[src/rtl/dbg_mode_pkg.sv]
package dbg_mode_pkg;
    localparam int CAUSE_W   = 3;
    localparam int CAUSE_EXT = 0;
    localparam int CAUSE_SW  = 1;
    localparam int CAUSE_HW  = 2;
endpackage

[src/rtl/dbg_ext_sync.sv]
module dbg_ext_sync #(
    parameter int STAGES = 2
) (
    input  logic clk_i,
    input  logic rst_ni,
    input  logic pin_i,
    output logic rise_o
);
    localparam int LEN = STAGES + 1;

    logic [LEN-1:0] chain_d, chain_q;

    always_comb begin
        chain_d = {chain_q[LEN-2:0], pin_i};
    end

    always_ff @(posedge clk_i or negedge rst_ni) begin
        if (!rst_ni) chain_q <= '0;
        else         chain_q <= chain_d;
    end

    // last synchronized stage high, extra stage still low: one-cycle pulse
    assign rise_o = chain_q[LEN-2] & ~chain_q[LEN-1];
endmodule

[src/rtl/dbg_src_arb.sv]
module dbg_src_arb
    import dbg_mode_pkg::*;
#(
    parameter int NUM_HWBP = 4,
    parameter int HWI_W    = 2
) (
    input  logic                ext_rise_i,
    input  logic                swbrk_i,
    input  logic [NUM_HWBP-1:0] hw_hit_i,
    input  logic                in_mode_i,
    output logic                entry_o,
    output logic [CAUSE_W-1:0]  cause_o,
    output logic [HWI_W-1:0]    hw_idx_o
);
    logic any_hw;

    always_comb begin
        any_hw   = |hw_hit_i;
        hw_idx_o = '0;
        for (int i = NUM_HWBP - 1; i >= 0; i--) begin
            if (hw_hit_i[i]) hw_idx_o = HWI_W'(i);
        end
        cause_o = '0;
        if (swbrk_i)         cause_o[CAUSE_SW]  = 1'b1;
        else if (any_hw)     cause_o[CAUSE_HW]  = 1'b1;
        else if (ext_rise_i) cause_o[CAUSE_EXT] = 1'b1;
        entry_o = (swbrk_i | any_hw | ext_rise_i) & ~in_mode_i;
    end
endmodule

[src/rtl/dbg_exc_mask.sv]
module dbg_exc_mask #(
    parameter int NUM_EXC = 4
) (
    input  logic               clk_i,
    input  logic               rst_ni,
    input  logic               entry_i,
    input  logic               in_mode_i,
    input  logic               irq_i,
    input  logic               aerr_i,
    input  logic [NUM_EXC-1:0] exc_i,
    output logic               irq_take_o,
    output logic               aerr_take_o,
    output logic [NUM_EXC-1:0] exc_take_o
);
    always_comb begin
        irq_take_o  = irq_i  & ~entry_i & ~in_mode_i;
        aerr_take_o = aerr_i & ~entry_i & ~in_mode_i;
        exc_take_o  = exc_i  & {NUM_EXC{~entry_i}};
    end

    // interrupts and address errors never reach the core in debug mode
    p_mode_masks_r4: assert property (@(posedge clk_i) disable iff (!rst_ni)
        in_mode_i |-> (!irq_take_o && !aerr_take_o));
endmodule

[src/rtl/dbg_mode_ctrl.sv]
module dbg_mode_ctrl
    import dbg_mode_pkg::*;
#(
    parameter int NUM_HWBP    = 4,
    parameter int NUM_EXC     = 4,
    parameter int SYNC_STAGES = 2,
    localparam int HWI_W      = (NUM_HWBP > 1) ? $clog2(NUM_HWBP) : 1
) (
    input  logic                clk_i,
    input  logic                rst_ni,
    input  logic                ext_dbg_i,
    input  logic                swbrk_i,
    input  logic [NUM_HWBP-1:0] hw_hit_i,
    input  logic                irq_i,
    input  logic                aerr_i,
    input  logic [NUM_EXC-1:0]  exc_i,
    input  logic                dbg_ret_i,
    input  logic                win_req_i,
    output logic                vec_sel_o,
    output logic                irq_take_o,
    output logic                aerr_take_o,
    output logic [NUM_EXC-1:0]  exc_take_o,
    output logic                dbg_mode_o,
    output logic                freeze_o,
    output logic [CAUSE_W-1:0]  cause_o,
    output logic [HWI_W-1:0]    hw_chan_o,
    output logic                win_grant_o,
    output logic                win_err_o
);
    typedef struct packed {
        logic               mode;
        logic [CAUSE_W-1:0] cause;
        logic [HWI_W-1:0]   hw_idx;
    } ctrl_state_t;

    ctrl_state_t st_d, st_q;

    logic               ext_rise;
    logic               entry;
    logic [CAUSE_W-1:0] arb_cause;
    logic [HWI_W-1:0]   arb_idx;

    dbg_ext_sync #(.STAGES(SYNC_STAGES)) u_sync (
        .clk_i  (clk_i),
        .rst_ni (rst_ni),
        .pin_i  (ext_dbg_i),
        .rise_o (ext_rise)
    );

    dbg_src_arb #(.NUM_HWBP(NUM_HWBP), .HWI_W(HWI_W)) u_arb (
        .ext_rise_i (ext_rise),
        .swbrk_i    (swbrk_i),
        .hw_hit_i   (hw_hit_i),
        .in_mode_i  (st_q.mode),
        .entry_o    (entry),
        .cause_o    (arb_cause),
        .hw_idx_o   (arb_idx)
    );

    dbg_exc_mask #(.NUM_EXC(NUM_EXC)) u_mask (
        .clk_i       (clk_i),
        .rst_ni      (rst_ni),
        .entry_i     (entry),
        .in_mode_i   (st_q.mode),
        .irq_i       (irq_i),
        .aerr_i      (aerr_i),
        .exc_i       (exc_i),
        .irq_take_o  (irq_take_o),
        .aerr_take_o (aerr_take_o),
        .exc_take_o  (exc_take_o)
    );

    always_comb begin
        st_d = st_q;
        if (entry) begin
            st_d.mode   = 1'b1;
            st_d.cause  = arb_cause;
            st_d.hw_idx = arb_idx;
        end else if (st_q.mode && dbg_ret_i) begin
            st_d.mode = 1'b0;
        end
    end

    always_ff @(posedge clk_i or negedge rst_ni) begin
        if (!rst_ni) st_q <= '0;
        else         st_q <= st_d;
    end

    assign vec_sel_o   = entry;
    assign dbg_mode_o  = st_q.mode;
    assign freeze_o    = st_q.mode;
    assign cause_o     = st_q.cause;
    assign hw_chan_o   = st_q.hw_idx;
    assign win_grant_o = win_req_i & st_q.mode;
    assign win_err_o   = win_req_i & ~st_q.mode;

    p_entry_sets_mode_r2: assert property (@(posedge clk_i) disable iff (!rst_ni)
        vec_sel_o |=> dbg_mode_o);

    p_entry_outranks_r3: assert property (@(posedge clk_i) disable iff (!rst_ni)
        vec_sel_o |-> (!irq_take_o && !aerr_take_o && exc_take_o == '0));

    p_no_nesting_r7: assert property (@(posedge clk_i) disable iff (!rst_ni)
        dbg_mode_o |-> !vec_sel_o);

    p_exit_on_strobe_r8: assert property (@(posedge clk_i) disable iff (!rst_ni)
        $fell(dbg_mode_o) |-> $past(dbg_ret_i));

    p_cause_onehot_r10: assert property (@(posedge clk_i) disable iff (!rst_ni)
        dbg_mode_o |-> ($countones(cause_o) == 1));

    p_window_gate_r12: assert property (@(posedge clk_i) disable iff (!rst_ni)
        win_grant_o |-> (dbg_mode_o && !win_err_o));
endmodule

[config.mk]
export PLATFORM = sky130hd
export DESIGN_NAME = dbg_mode_ctrl
export DESIGN_NICKNAME = d
export VERILOG_FILES = /design/src/rtl/dbg_mode_pkg.sv /design/src/rtl/dbg_ext_sync.sv /design/src/rtl/dbg_src_arb.sv /design/src/rtl/dbg_exc_mask.sv /design/src/rtl/dbg_mode_ctrl.sv
export SDC_FILE = /design/constraint.sdc
export NUM_CORES = 1
export LEC_CHECK = 0
export BUFFER_PORTS_ARGS = -buffer_cell sky130_fd_sc_hd__buf_2
export CAP_MARGIN = 0
export CORE_AREA = 2 2 39 41
export CTS_CLUSTER_SIZE = 16
export DETAILED_ROUTE_END_ITERATION = 10
export DIE_AREA = 0 0 41 43
export GPL_ROUTABILITY_DRIVEN = 0
export PLACE_DENSITY = 0.75
export REMOVE_ABC_BUFFERS = 1
export SYNTH_ARGS = -nofsm -noshare
export SYNTH_HDL_FRONTEND = slang
export SYNTH_SLANG_ARGS = --single-unit
[constraint.sdc]
create_clock -name clk_i -period 1.24 [get_ports clk_i]
set_input_delay 0.124 -clock clk_i [delete_from_list [all_inputs] [get_ports clk_i]]
set_output_delay 0.124 -clock clk_i [all_outputs]
set_load 0.005 [all_outputs]
After elaboration in Yosys (flattened, before gate mapping)
Index checks and enable logic that the tools add are counted.
{"block": "totals", "reg_bits": 9, "inputBits": 16, "word_cells": 33}
{"block": "classes", "n_mux": 12, "bitwise": 14, "n_reduce_logical": 3}
{"operator": "bitwise AND 1 bit", "count": 8}
{"operator": "2-to-1 mux 1 bit", "count": 8}
{"operator": "2-to-1 mux 2 bit", "count": 4}
{"operator": "bitwise AND 4 bit", "count": 1}
{"operator": "OR reduction 4 bit", "count": 1}
{"operator": "inverter 1 bit", "count": 3}
{"operator": "OR 1 bit", "count": 2}
{"operator": "nonzero test 2 bit", "count": 1}
{"operator": "logical AND 1 bit", "count": 1}

Depth between registers and ports, before layout
{"block": "depth", "word_depth": 7, "mapped_depth": 3}

By module
Synthesis repeated with hierarchy kept, for this count alone.
{"block": "hier_totals", "hier_cells": 38, "hier_area_um2": 462.9}
{"module": "dbg_mode_ctrl", "n_inst": 1, "cells_per_inst": 17, "area_per_inst_um2": 269.0, "seq_area_each_um2": 150.1}
{"module": "dbg_ext_sync", "n_inst": 1, "cells_per_inst": 4, "area_per_inst_um2": 88.8, "seq_area_each_um2": 75.1}
{"module": "dbg_src_arb", "n_inst": 1, "cells_per_inst": 11, "area_per_inst_um2": 65.1, "seq_area_each_um2": 0.0}
{"module": "dbg_exc_mask", "n_inst": 1, "cells_per_inst": 6, "area_per_inst_um2": 40.0, "seq_area_each_um2": 0.0}

Least setup slack after synthesis
No wires, ideal clock.
{"block": "synth_path", "path_type": "flip-flop to flip-flop", "start": "register u_sync.chain_q[2]", "end": "register st_q, in the netlist hw_chan_o[0]", "setup_time_ns": 0.154, "arrival_time_ns": 1.074, "path_slack_ns": 0.013, "path_stages_with_launch": 4, "path_buffers": 0, "synth_period_minus_slack_ns": 1.227, "path_cell_list": "dfrtp_1 > nand2b_1 > a31oi_1 > o32ai_1"}
{"block": "synth_between", "elab_chain_cells": 4}
{"item": "from (decl)", "line": "dbg_ext_sync.sv:11", "source": "logic [LEN-1:0] chain_d, chain_q;"}
{"item": "from (signal assigned)", "line": "dbg_ext_sync.sv:19", "source": "else chain_q <= chain_d;"}
{"item": "inverter 1 bit", "line": "dbg_ext_sync.sv:23", "source": "assign rise_o = chain_q[LEN-2] & ~chain_q[LEN-1];"}
{"item": "bitwise AND 1 bit", "line": "dbg_ext_sync.sv:23"}
{"item": "OR 1 bit", "line": "dbg_src_arb.sv:27", "source": "entry_o = (swbrk_i | any_hw | ext_rise_i) & ~in_mode_i;"}
{"item": "bitwise AND 1 bit", "line": "dbg_src_arb.sv:27"}
{"item": "named net vec_sel_o", "line": "dbg_mode_ctrl.sv:19", "source": "output logic vec_sel_o,"}
{"item": "to (signal assigned)", "line": "dbg_mode_ctrl.sv:86", "source": "else st_q <= st_d;"}
{"item": "to (decl)", "line": "dbg_mode_ctrl.sv:36", "source": "ctrl_state_t st_d, st_q;"}
The timed path passes the listed nets, and every way through them passes these cells.
A chain may end at the register's enable or synchronous reset.

Final worst setup path
{"block": "layout_path", "start": "input hw_hit_i[0]", "end": "output irq_take_o"}
{"block": "layout_between", "elab_chain_cells": 7}
{"item": "from (decl)", "line": "dbg_mode_ctrl.sv:13", "source": "input logic [NUM_HWBP-1:0] hw_hit_i,"}
{"item": "OR reduction 4 bit", "line": "dbg_src_arb.sv:18", "source": "any_hw = |hw_hit_i;"}
{"item": "OR 1 bit (2 in series)", "line": "dbg_src_arb.sv:27"}
{"item": "bitwise AND 1 bit", "line": "dbg_src_arb.sv:27"}
{"item": "inverter 1 bit", "line": "dbg_exc_mask.sv:16", "source": "irq_take_o = irq_i & ~entry_i & ~in_mode_i;"}
{"item": "bitwise AND 1 bit (2 in series)", "line": "dbg_exc_mask.sv:16"}
{"item": "to (decl)", "line": "dbg_mode_ctrl.sv:20", "source": "output logic irq_take_o,"}
No other way between the ends.

==> results.md <==
* Status: complete, but fails checks
* Failing checks: setup timing
* Pwr per Cell Area at 960.7 nW/um2
* Cell count after synthesis at 44
* Most frequent cells in the layout: 27 x buf_2, 10 x buf_4, 8 x dfrtp_1
* Setup ws final at -176.1 ps
* Worst-skew pair later-pin latency at 270 ps
* Initial antenna violation count at 0
* Critical Path Start: hw_hit_i[0]
* Final net count at 108
* Max Freq at 0.7062 GHz
* Switching Share at 28.19%
* Remaining DRCs at 0
* FF-to-FF path depth at 6
* Wire per inst at 12.79 um
* Sequential share of the synthesized area at 50.42%
* Worst setup EP type: primary output
* Placed standard-cell area at 663.1 um2
* Critical path data arrival time at 1290 ps
* GRT Max-Usage Layer: met2
* Maxcap violations at 0
* FILL cells at 118
* Std cell rows at 14
* Final hold violation count at 0
* Setup CP Type: primary input to primary output
* Maximum net fanout on the critical path at 3
* Routed wire length at 1.368 mm
* Via-to-Cell Ratio at 4.888
* Relative slew slack at 79.32%
* Area Growth Syn to Fin at 88.52%
* Met2 usage at 33.13%
* M1 GR Usage at 18.12%
* Endpoints failing setup at 10
* RSZ-0062 raised after global routing: true
* Clock Skew at 1.806 ps
* Setup TNS at -1213 ps
* Critical Path RT at 1120 ps
* Mapped Area at 446.7 um2
* Largest net degree at the start of global routing at 10
* Reg power frac at 42.2%
* Vias in the first global route at 504
* GRT Util Overall at 19.02%
* Die area at 1763 um2
* P_leak at 0.0004387 uW
* Global-route wire length before repair at 2.145 mm
* Comb power frac at 29.6%
* Initial DRC count at 9
* Switching Power at 228.1 uW
* Tcrit/Tclk final at 114.2%
* Post-layout util at 60.85%
* Core ar. at 1384 um2
* Finished layout cell area at 842.1 um2
* Synthesis-stage register bit count at 9
* Max VDD drop at 611.4 uV
* Share of layout cells above drive strength 1 at 60.44%
* Worst Hold Class: primary input to flop
* DRT antenna net count at 0
* Ant. Diodes at 0
* Yosys cell types at 17
* Clock Sink Count at 9
* Fin crit period at 1416 ps
* Slowest stage delay, CP at 560 ps
* Mapped Avg Cell Area at 10.15 um2
* Hold path startpoint: dbg_ret_i
* CTS root buf: clkbuf_4
* Port-buffer cells at 31
* Die Ht at 43 um
* Htree depth at 1
* Clk pwr share at 28.2%
* Hold Path End: dbg_mode_o
* Vias at 523
* DP HPWL at 995.9 um
* Slew Viols, Final at 0
* CP max-delay cell: or4_4
* Worst slew pin tran at 307.9 ps
* Met3 usage at 9.424%
* Most common cell after layout, fill and taps aside: buf_2
* Int Power at 580.9 uW
* Critical R2R Launch: dbg_mode_o
* Die W at 41 um
* Grt ovf at 0
* CTS tree: done
* Inserted Clock Buffers at 3
* # IOs at 32
* Bufs on Longest Clock Path at 2
* Hold path depth at 2
* Clock-pin slew on the worst setup and hold paths at 60 ps
* Router iterations before antenna repair at 4
* Yosys warnings at 0
* Crit path cell chain: buf_6, or4_4, nor4_4, and2_1, buf_2
* Reg2reg end: hw_chan_o[1]
* Starting Density at 32.28%
* Crit start category: primary input
* Setup slack, reg-to-reg at -50 ps
==> Yosys cell counts <==
library cell | count | area share (%)
nor4_4 | 1 | 4.8
clkbuf_1 | 1 | 0.84
or4_4 | 1 | 2.5
o22a_1 | 1 | 2.0
and2_1 | 3 | 4.2
nor2b_1 | 6 | 8.4
a31oi_1 | 1 | 1.4
a21oi_1 | 3 | 3.4
nor2_1 | 4 | 3.4
inv_1 | 6 | 5.0
buf_4 | 1 | 1.7
o22ai_1 | 1 | 1.4
o32ai_1 | 3 | 5.9
dfrtp_1 | 9 | 50
nand2b_1 | 1 | 1.4
nor4_1 | 1 | 1.4
a22o_1 | 1 | 2.0
==> through the flow <==
stage | std cells | total power [uW] | worst slack [ps] | hold WS [ps]
6_report | 107 | 809.0 | -176.1 | 21.45
5_1_grt | 107 | 868.3 | -249.5 | 7.245
4_1_cts | 106 | 802.5 | -166.9 | 15.85
3_5_place_dp | 96 | 522.2 | -322.2 | -10.42
3_3_place_gp | 96 | 510.9 | -174.7 | -22.23
2_1_floorplan | 42 | 409.6 | -27.47 | -171.6
==> state kept, by name, indices dropped and copies added, names as in the netlist <==
signal / count
hw_chan_o: 2
dbg_mode_o: 1
u_sync.chain_q: 3
cause_o: 3
==> layer usage <==
metal	routed length (um)	part of all wire, %	vias up
met2	789	58	17
met5	0	0	-
li1	-	-	246
met3	73	5.3	5
met4	19	1.4	0
met1	485	35	255
==> power groups by stage <==
stage          logic (uW)  clock network (uW)  registers (uW)
2_1_floorplan        55.9                   0             354
3_3_place_gp          165                   0             345
3_5_place_dp          175                   0             347
4_1_cts               221                 240             342
5_1_grt               262                 261             345
6_report              240                 228             342
==> kinds of logic after synthesis <==
| logic type | count (synthesis) | share of synthesized area [%] |
|---|---|---|
| buf+inv | 8 | 7.562 |
| flops | 9 | 50.42 |
| compound gates | 10 | 15.97 |
| simple gates | 17 | 26.05 |
==> critical path, delay by kind of cell <==
kind	cells	cell delay, ps
buffers and inverters	2	190
AND/OR/NAND/NOR	3	980
==> final cells by class <==
type                       count  area, um2  area share [%]
clock inverter                 1      5.005          0.5944
timing repair buffer          45      310.3           36.85
inverter                       6      22.52           2.675
clock buffer                   3      22.52           2.675
tap                           16      20.02           2.377
sequential                     9      226.5           26.89
multi-input combinational     27      235.2           27.93
==> worst max-delay path by stage <==
stage / to / slack, ps / depth (start not counted)
after global routing: aerr_take_o / -250 / 3
after CTS: aerr_take_o / -170 / 5
after detailed placement: exc_take_o[3] / -320 / 6
final: irq_take_o / -180 / 5
after global placement: irq_take_o / -170 / 5
after floorplan: hw_chan_o[0] / -30 / 2
==> repair_timing <==
item,CTS,global route
hold endpoints to repair,10,0
pin swaps,1,1
hold buffers,2,0
gates resized for setup,9,5
endpoints found under the setup margin,11,11
buffers inserted,4,1
(Power assumes the default switching activity.)
